**src/rtl/fpoll_pkg.sv**
```systemverilog
package fpoll_pkg;

  typedef enum logic [2:0] {
    ST_IDLE,
    ST_WAIT_VALID,
    ST_READ,
    ST_CHECK,
    ST_REREAD,
    ST_DONE
  } pollState_t;

  // Which kind of read the word in the CHECK state came from
  typedef enum logic [1:0] {
    CK_PRIMARY,
    CK_CONFIRM,
    CK_FINAL
  } checkKind_t;

  // Strobes from control to datapath
  typedef struct packed {
    logic latchCmd;
    logic waitStep;
    logic countPoll;
    logic keepWord;
  } dpCtl_t;

  // Status from datapath to control
  typedef struct packed {
    logic waitDone;
    logic bitMatch;
    logic limitFlag;
    logic pollsUsed;
  } dpStat_t;

endpackage

```
**src/rtl/fpoll_datapath.sv**
```systemverilog
module fpoll_datapath
  import fpoll_pkg::*;
#(
  parameter int DATA_W        = 8,
  parameter int ADDR_W        = 18,
  parameter int CNT_W         = 16,
  parameter int SETTLE_CYCLES = 4,
  parameter int STAT_BIT      = 7,
  parameter int LIMIT_BIT     = 5
) (
  input  logic              clk,
  input  logic              rstN,
  input  dpCtl_t            ctl,
  input  logic              opErase,
  input  logic              expBit,
  input  logic [ADDR_W-1:0] pollAddr,
  input  logic [CNT_W-1:0]  maxPolls,
  input  logic [DATA_W-1:0] rdData,
  output logic [ADDR_W-1:0] rdAddr,
  output logic [DATA_W-1:0] resultData,
  output dpStat_t           stat
);

  localparam int WAIT_W = (SETTLE_CYCLES > 1) ? $clog2(SETTLE_CYCLES) : 1;
  localparam logic [WAIT_W-1:0] WAIT_LOAD = WAIT_W'(SETTLE_CYCLES - 1);
  localparam logic [CNT_W-1:0]  CNT_ONE   = CNT_W'(1);
  localparam logic [CNT_W-1:0]  CNT_MAX   = '1;

  logic              eraseQ;
  logic              expBitQ;
  logic [ADDR_W-1:0] addrQ;
  logic [CNT_W-1:0]  budgetQ;
  logic [WAIT_W-1:0] waitCnt;
  logic [CNT_W-1:0]  pollCnt;
  logic [DATA_W-1:0] resultQ;
  logic              targetBit;
  logic [CNT_W-1:0]  effBudget;

  // Command capture
  always_ff @(posedge clk or negedge rstN) begin
    if (!rstN) begin
      eraseQ  <= 1'b0;
      expBitQ <= 1'b0;
      addrQ   <= '0;
      budgetQ <= '0;
    end else if (ctl.latchCmd) begin
      eraseQ  <= opErase;
      expBitQ <= expBit;
      addrQ   <= pollAddr;
      budgetQ <= maxPolls;
    end
  end

  // Settling counter
  always_ff @(posedge clk or negedge rstN) begin
    if (!rstN) begin
      waitCnt <= '0;
    end else if (ctl.latchCmd) begin
      waitCnt <= WAIT_LOAD;
    end else if (ctl.waitStep && (waitCnt != '0)) begin
      waitCnt <= waitCnt - 1'b1;
    end
  end

  // Primary poll counter (saturating)
  always_ff @(posedge clk or negedge rstN) begin
    if (!rstN) begin
      pollCnt <= '0;
    end else if (ctl.latchCmd) begin
      pollCnt <= '0;
    end else if (ctl.countPoll && (pollCnt != CNT_MAX)) begin
      pollCnt <= pollCnt + CNT_ONE;
    end
  end

  // Result word
  always_ff @(posedge clk or negedge rstN) begin
    if (!rstN) begin
      resultQ <= '0;
    end else if (ctl.keepWord) begin
      resultQ <= rdData;
    end
  end

  always_comb begin
    targetBit      = eraseQ ? 1'b1 : expBitQ;
    effBudget      = (budgetQ == '0) ? CNT_ONE : budgetQ;
    stat.waitDone  = (waitCnt == '0);
    stat.bitMatch  = (rdData[STAT_BIT] == targetBit);
    stat.limitFlag = rdData[LIMIT_BIT];
    stat.pollsUsed = (pollCnt >= effBudget);
  end

  assign rdAddr     = addrQ;
  assign resultData = resultQ;

endmodule

```
**src/rtl/fpoll_control.sv**
```systemverilog
module fpoll_control
  import fpoll_pkg::*;
(
  input  logic    clk,
  input  logic    rstN,
  input  logic    startReq,
  input  dpStat_t stat,
  output dpCtl_t  ctl,
  output logic    rdReq,
  output logic    busy,
  output logic    done,
  output logic    pass,
  output logic    fail
);

  pollState_t state, nextState;
  checkKind_t kind, nextKind;
  logic       passQ, failQ;
  logic       setPass, setFail;

  always_comb begin
    nextState = state;
    nextKind  = kind;
    ctl       = '0;
    rdReq     = 1'b0;
    setPass   = 1'b0;
    setFail   = 1'b0;
    unique case (state)
      ST_IDLE, ST_DONE: begin
        if (startReq) begin
          ctl.latchCmd = 1'b1;
          nextState    = ST_WAIT_VALID;
        end
      end
      ST_WAIT_VALID: begin
        if (stat.waitDone) begin
          nextState = ST_READ;
          nextKind  = CK_PRIMARY;
        end else begin
          ctl.waitStep = 1'b1;
        end
      end
      ST_READ: begin
        rdReq         = 1'b1;
        ctl.countPoll = 1'b1;
        nextState     = ST_CHECK;
      end
      ST_REREAD: begin
        rdReq     = 1'b1;
        nextState = ST_CHECK;
      end
      ST_CHECK: begin
        if (kind == CK_FINAL) begin
          ctl.keepWord = 1'b1;
          setPass      = 1'b1;
          nextState    = ST_DONE;
        end else if (stat.bitMatch) begin
          nextState = ST_REREAD;
          nextKind  = CK_FINAL;
        end else if (kind == CK_CONFIRM) begin
          ctl.keepWord = 1'b1;
          setFail      = 1'b1;
          nextState    = ST_DONE;
        end else if (stat.limitFlag) begin
          nextState = ST_REREAD;
          nextKind  = CK_CONFIRM;
        end else if (stat.pollsUsed) begin
          ctl.keepWord = 1'b1;
          setFail      = 1'b1;
          nextState    = ST_DONE;
        end else begin
          nextState = ST_READ;
          nextKind  = CK_PRIMARY;
        end
      end
      default: nextState = ST_IDLE;
    endcase
  end

  always_ff @(posedge clk or negedge rstN) begin
    if (!rstN) begin
      state <= ST_IDLE;
      kind  <= CK_PRIMARY;
      passQ <= 1'b0;
      failQ <= 1'b0;
    end else begin
      state <= nextState;
      kind  <= nextKind;
      if (ctl.latchCmd) begin
        passQ <= 1'b0;
        failQ <= 1'b0;
      end else begin
        if (setPass) passQ <= 1'b1;
        if (setFail) failQ <= 1'b1;
      end
    end
  end

  assign busy = (state != ST_IDLE) && (state != ST_DONE);
  assign done = (state == ST_DONE);
  assign pass = passQ;
  assign fail = failQ;

endmodule

```
**src/rtl/fpoll_top.sv**
```systemverilog
module fpoll_top
  import fpoll_pkg::*;
#(
  parameter int DATA_W        = 8,
  parameter int ADDR_W        = 18,
  parameter int CNT_W         = 16,
  parameter int SETTLE_CYCLES = 4
) (
  input  logic              clk,
  input  logic              rstN,
  input  logic              startReq,
  input  logic              opErase,
  input  logic [DATA_W-1:0] expData,
  input  logic [ADDR_W-1:0] pollAddr,
  input  logic [CNT_W-1:0]  maxPolls,
  output logic              rdReq,
  output logic [ADDR_W-1:0] rdAddr,
  input  logic [DATA_W-1:0] rdData,
  output logic              busy,
  output logic              done,
  output logic              pass,
  output logic              fail,
  output logic [DATA_W-1:0] resultData
);

  localparam int STAT_BIT  = 7;
  localparam int LIMIT_BIT = 5;

  dpCtl_t  ctl;
  dpStat_t stat;

  fpoll_control u_ctrl (
    .clk      (clk),
    .rstN     (rstN),
    .startReq (startReq),
    .stat     (stat),
    .ctl      (ctl),
    .rdReq    (rdReq),
    .busy     (busy),
    .done     (done),
    .pass     (pass),
    .fail     (fail)
  );

  fpoll_datapath #(
    .DATA_W        (DATA_W),
    .ADDR_W        (ADDR_W),
    .CNT_W         (CNT_W),
    .SETTLE_CYCLES (SETTLE_CYCLES),
    .STAT_BIT      (STAT_BIT),
    .LIMIT_BIT     (LIMIT_BIT)
  ) u_dp (
    .clk        (clk),
    .rstN       (rstN),
    .ctl        (ctl),
    .opErase    (opErase),
    .expBit     (expData[STAT_BIT]),
    .pollAddr   (pollAddr),
    .maxPolls   (maxPolls),
    .rdData     (rdData),
    .rdAddr     (rdAddr),
    .resultData (resultData),
    .stat       (stat)
  );

endmodule

```
**config.mk**
```make
export PLATFORM = sky130hd
export DESIGN_NAME = fpoll_top
export DESIGN_NICKNAME = d
export VERILOG_FILES = /design/src/rtl/fpoll_pkg.sv /design/src/rtl/fpoll_datapath.sv /design/src/rtl/fpoll_control.sv /design/src/rtl/fpoll_top.sv
export SDC_FILE = /design/constraint.sdc
export NUM_CORES = 1
export LEC_CHECK = 0
export CAP_MARGIN = 5
export CORE_MARGIN = 1.5
export CORE_UTILIZATION = 35
export DETAILED_ROUTE_END_ITERATION = 8
export PLACE_DENSITY = 0.65
export SLEW_MARGIN = 20
export SYNTH_ARGS = -nofsm -noshare
export SYNTH_HDL_FRONTEND = slang
export SYNTH_SLANG_ARGS = --single-unit
```
**constraint.sdc**
```tcl
create_clock -name clk -period 4.6 [get_ports clk]
set_input_delay 0.92 -clock clk [delete_from_list [all_inputs] [get_ports clk]]
set_output_delay 0.92 -clock clk [all_outputs]
set_load 0.02 [all_outputs]
```
* Word-level counts from Yosys, hierarchy flattened
Cells that the tools add are included.
** Word-level totals
- Bits in read-only memories :: 0
- Input port bits :: 54
- Logic and storage cells :: 87
- RAM bits :: 0
- Output and inout port bits :: 31
- Memories :: 0
- Latch bits :: 0
- Register bits after elaboration :: 69
** Cells by class
- Shifts and indexed selects :: 0
- $mul :: 0
- $add $sub $neg :: 2
- Multiplexer cells :: 41
- Bitwise gates (word level) :: 0
- Reductions and logical operators :: 17
- Div/mod/pow operators :: 0
- Equal/unequal tests :: 15
- Order comparisons :: 1
** Operators by type and width (number)
- 2-to-1 mux 16 bit :: 3
- 2-to-1 mux 1 bit :: 21
- 2-to-1 mux 3 bit :: 7
- adder 16 x 1 -> 16 bit (second input constant) :: 1
- greater-or-equal comparator 16 bit :: 1
- logical NOT 16 bit :: 1
- 2-to-1 mux 2 bit :: 8
- != test 16 bit (second input constant) :: 1
- case mux 3 bit (4 select lines) :: 1
- nonzero test 2 bit :: 6
- == test 3 x 2 -> 1 bit (second input constant) :: 2
- == test 3 bit (second input constant) :: 2
- != test 2 bit (second input constant) :: 3
- != test 3 bit (second input constant) :: 2
- AND reduction 5 bit :: 1
- != test 4 bit (second input constant) :: 1
- case mux 2 bit (2 select lines) :: 1
- OR reduction 2 bit :: 2
- == test 3 x 1 -> 1 bit (second input constant) :: 1
- logical AND 1 bit :: 3
- logical NOT 3 bit :: 1
- nonzero test 3 bit :: 1
- == test 2 x 1 -> 1 bit (second input constant) :: 1
- == test 2 bit (second input constant) :: 1
- 4 further kinds :: 4

* Logic depth before layout (Yosys ltp)
- Word-level depth :: 11
- Gate-level depth with buffers :: 9
- Gate-level depth less buffers :: 9

* By module
Synthesis repeated with hierarchy kept, for this count alone.
** Unflattened totals
- Cell total of the unflattened synthesis :: 340
- Area, all modules :: 3510.9 µm²
** By module, submodules not included
- fpoll_datapath :: instances 1, cells an instance 281, area an instance 3035.4 µm², sequential area each 1551.5 µm²
- fpoll_control :: instances 1, cells an instance 59, area an instance 475.5 µm², sequential area each 175.2 µm²

* Worst setup path before layout
OpenSTA, ideal clock, no wires.
- Path kind :: register to register
- Start point :: reg u_dp.budgetQ[10]
- End point :: reg u_dp.resultQ[0] (netlist: u_dp.resultData[0])
- Slack :: 2090 ps
- Buffers on the path :: 0
- Stages on the path, launching flop included :: 10
- Arrival :: 2385 ps
- Clock period less this slack :: 2510 ps
- Data required time :: 4475 ps
- Library setup time :: 125 ps
- Cells stage by stage :: dfrtp_1 > nor4_1 > a41o_1 > ha_1 > nand2b_1 > a2111oi_0 > or4b_1 > nand3_2 > o22ai_4 > mux2_4
** On the way
- Word-level cells in the longest chain between the ends :: 9
** RTL lines
- from (decl) :: RTL line fpoll_datapath.sv:32 : logic [CNT_W-1:0] budgetQ;
- from (signal assigned) :: RTL line fpoll_datapath.sv:50 : budgetQ <= maxPolls;
- logical NOT 16 bit :: RTL line fpoll_datapath.sv:87 : effBudget = (budgetQ == '0) ? CNT_ONE : budgetQ;
- 2-to-1 mux 16 bit (*) :: RTL line fpoll_datapath.sv:87
- greater-or-equal comparator 16 bit (*) :: RTL line fpoll_datapath.sv:91 : stat.pollsUsed = (pollCnt >= effBudget);
- 2-to-1 mux 1 bit (*) :: RTL line fpoll_control.sv:67 : end else if (stat.pollsUsed) begin
- 2-to-1 mux 1 bit (*) :: RTL line fpoll_control.sv:64 : end else if (stat.limitFlag) begin
- 2-to-1 mux 1 bit (*) :: RTL line fpoll_control.sv:60 : end else if (kind == CK_CONFIRM) begin
- 2-to-1 mux 1 bit (*) :: RTL line fpoll_control.sv:57 : end else if (stat.bitMatch) begin
- 2-to-1 mux 1 bit (*) :: RTL line fpoll_control.sv:53 : if (kind == CK_FINAL) begin
- 2-to-1 mux 1 bit (*) :: RTL line fpoll_control.sv:28 : unique case (state)
- to (signal assigned) :: RTL line fpoll_datapath.sv:81 : resultQ <= rdData;
- to (decl) :: RTL line fpoll_datapath.sv:35 : logic [DATA_W-1:0] resultQ;
Every way passes the cells marked *; elsewhere a longest branch is shown, timed or not.
A chain may end at the register's enable or synchronous reset.

* Worst setup path in the final report
Ends and elaborated chain as after synthesis.

==> flow_summary.json <==
{
  "die_w_um": 103,
  "syn_area_per_cell_um2": 9.47,
  "initial_core_util_pct": 35.8,
  "cap_violations": 0,
  "holdPathStages": 2,
  "drive_gt1_share_pct": 9.31,
  "die_h_um": 103,
  "syn_inst": 368,
  "setup_viol": 0,
  "path_max_fanout": 8,
  "min_period_over_period_pct": 65.7,
  "core_um2": 9730,
  "power_density_nw_per_um2": 606,
  "synth-seq-cells": 69,
  "p_leak_nw": 2.14,
  "diodes": 0,
  "grt_max_degree": 42,
  "synthFlopType": "dfrtp_1",
  "setup-tns-final_ns": 0,
  "grt_use_total_pct": 15.1,
  "fin_crit_ns": 3.02,
  "htreeDepth": 3,
  "fin_hold_ws_ns": 0.472,
  "yosysWarningCount": 0,
  "rsz0062_at_grt": "no",
  "synth_top_cell_by_area": "dfrtp_1",
  "synth_top_area_share_pct": 49.6,
  "irDropWorstVdd_mv": 0.294,
  "cts_resized": 0,
  "required_ns": 4.82,
  "cp-start-kind": "flop",
  "synth.distinct_cells": 53,
  "grt_overflow": 0,
  "hold_buffers": 0,
  "gp_congestion": 0.809,
  "criticalPathCategory": "reg -> reg",
  "drc": 0,
  "clk_pin_slew_ns": 0.08,
  "num_rows": 36,
  "max_freq_ghz": 0.331,
  "routed_wl_um": 7620,
  "postRouteAntennaNets": 0,
  "ioPinCount": 85,
  "synthArstFlopShare_pct": 100,
  "finish.utilization_pct": 47.7,
  "clk_path_buf_depth": 2,
  "cts_root_buffer": "clkbuf_8",
  "numPortBuffers": 77,
  "die_area_um2": 10600,
  "layout.cells.non_filler": 584,
  "reg2reg_depth": 9,
  "numClockSinks": 69,
  "synth_nets": 440,
  "skew_ns": 0.0166,
  "final_common_cell": "nand2_1",
  "yosysSeqAreaShare_pct": 49.6,
  "synth_area_leaders": "dfrtp_1 (50%), nand2_1 (10%), ha_1 (6.5%), o21ai_0 (3.6%), mux2_4 (3.4%)",
  "grt_pass1_vias": 2592,
  "tritoncts": "done",
  "syn_area_um2": 3480,
  "nets": 519,
  "antenna_found_initial": 0,
  "dp_hpwl_um": 5370,
  "run_status": "finished, final reports clean",
  "final_cell_mix": "nand2_1 (96), clkdlybuf4s50_1 (76), dfrtp_1 (69)",
  "fillers": 951,
  "slew_headroom_pct": 36.9,
  "tightest_slew_ns": 0.945,
  "synth_edf_count": 0,
  "worst_ep_arrival_time_ns": 3.25,
  "hold_path_class": "reg -> reg",
  "drtIter0Drc": 113,
  "first_pass_iters": 4,
  "place_inst": 569,
  "cp-end-kind": "flop",
  "slew_violations": 0,
  "grt_pass1_wl_um": 12400,
  "setup_slack_ns": 1.58,
  "vias_per_cell": 4.76,
  "hold_viol": 0,
  "numCtsBuffers": 9,
  "place_ws_ns": 1.57,
  "post_cts_buffers": 0,
  "vias": 2781,
  "avgRoutedWirePerCell_um": 13.0,
  "area.growth.synth_to_final_pct": 33.2,
  "clk_latency_ns": 0.34
}
[cell usage after synthesis (2+ instances only)]
master and n:
xnor2_1 6, nand4_1 3, nand3_1 6, nor2b_1 2
a211oi_1 2, a21oi_1 13, nor2_1 25, mux2_4 8
nand2_1 96, ha_1 18, o211ai_1 2, dfrtp_1 69
buf_2 2, nor4_1 6, clkbuf_1 6, and3_1 2
or3_1 2, nand4_2 2, inv_1 26, nor3_1 7
xor2_1 7, o21ai_0 25, or3_2 2, buf_6 2
[per-layer routing]
metal	vias up	track usage, %	wire length (um)
met5	-	0	0
met4	0	5.93	84
met3	7	4.34	479
met2	73	22.8	3410
met1	1311	20.6	3640
li1	1390	-	-
[cell families (layout without fill, tap and decap cells)]
group / Yosys count / in the layout / synth area share [%]
adders and majority gates: 18 / 18 / 6.46
and+or+nand+nor: 165 / 165 / 22.2
DFF: 69 / 69 / 49.6
AOI/OAI and AO/OA: 56 / 56 / 10.1
muxes: 9 / 9 / 3.73
buffers and inverters: 38 / 121 / 4.70
xor gates and xnor gates: 13 / 13 / 3.27
[critical path, cell delays in order, from the launching register on]
cell and delay, ns:
dfrtp_1 0.38, nor4_1 0.43, a41o_1 0.24, ha_1 0.21, nand2b_1 0.14, a2111oi_0 0.40
or4b_1 0.19, nand3_2 0.17, o22ai_4 0.39, mux2_4 0.34
[metrics by stage]
stage / total power, W / instance area, um^2
after floorplan: 0.00173 / 3480
after global placement: 0.00215 / 4380
after detailed placement: 0.00218 / 4380
after CTS: 0.00284 / 4640
after global routing: 0.00303 / 4640
final: 0.00281 / 4640
[sequential cells by signal, summed over array words and instances, names as in the netlist]
signal,count
u_dp.rdAddr,18
u_dp.budgetQ,16
u_dp.pollCnt,16
u_dp.resultData,8
u_ctrl.state,3
u_ctrl.kind,2
u_dp.waitCnt,2
u_ctrl.fail,1
u_ctrl.pass,1
u_dp.eraseQ,1
u_dp.expBitQ,1
[report_power, final]
part | switching [W] | total, W | internal (W)
clock | 0.000237 | 0.000650 | 0.000413
combinational | 0.000633 | 0.00117 | 0.000540
sequential | 0.000156 | 0.000992 | 0.000836
total | 0.00103 | 0.00281 | 0.00179
[cell type report]
type	count	area [um^2]	area share, %
repair buffers	79	781	16.8
flip-flops and latches	69	1730	37.2
clock inverters	6	136	2.94
clock buffers	9	124	2.67
inverters	27	101	2.18
well taps	133	166	3.58
multi-input cells	261	1610	34.6
[final timing paths]
| kind | start | end | slack, ns |
|---|---|---|---|
| max | u_dp.budgetQ[10] | u_dp.resultData[0] | 1.58 |
| min | u_dp.rdAddr[0] | u_dp.rdAddr[0] | 0.47 |
| max reg2reg | u_dp.budgetQ[10] | u_dp.resultData[0] | 1.58 |
| min reg2reg | u_dp.rdAddr[0] | u_dp.rdAddr[0] | 0.47 |
| max in group asynchronous | rstN | u_dp.rdAddr[16] | 2.95 |
| min in group asynchronous | rstN | u_dp.resultData[2] | 0.72 |
No activity file was read; power rests on OpenSTA's default activity.
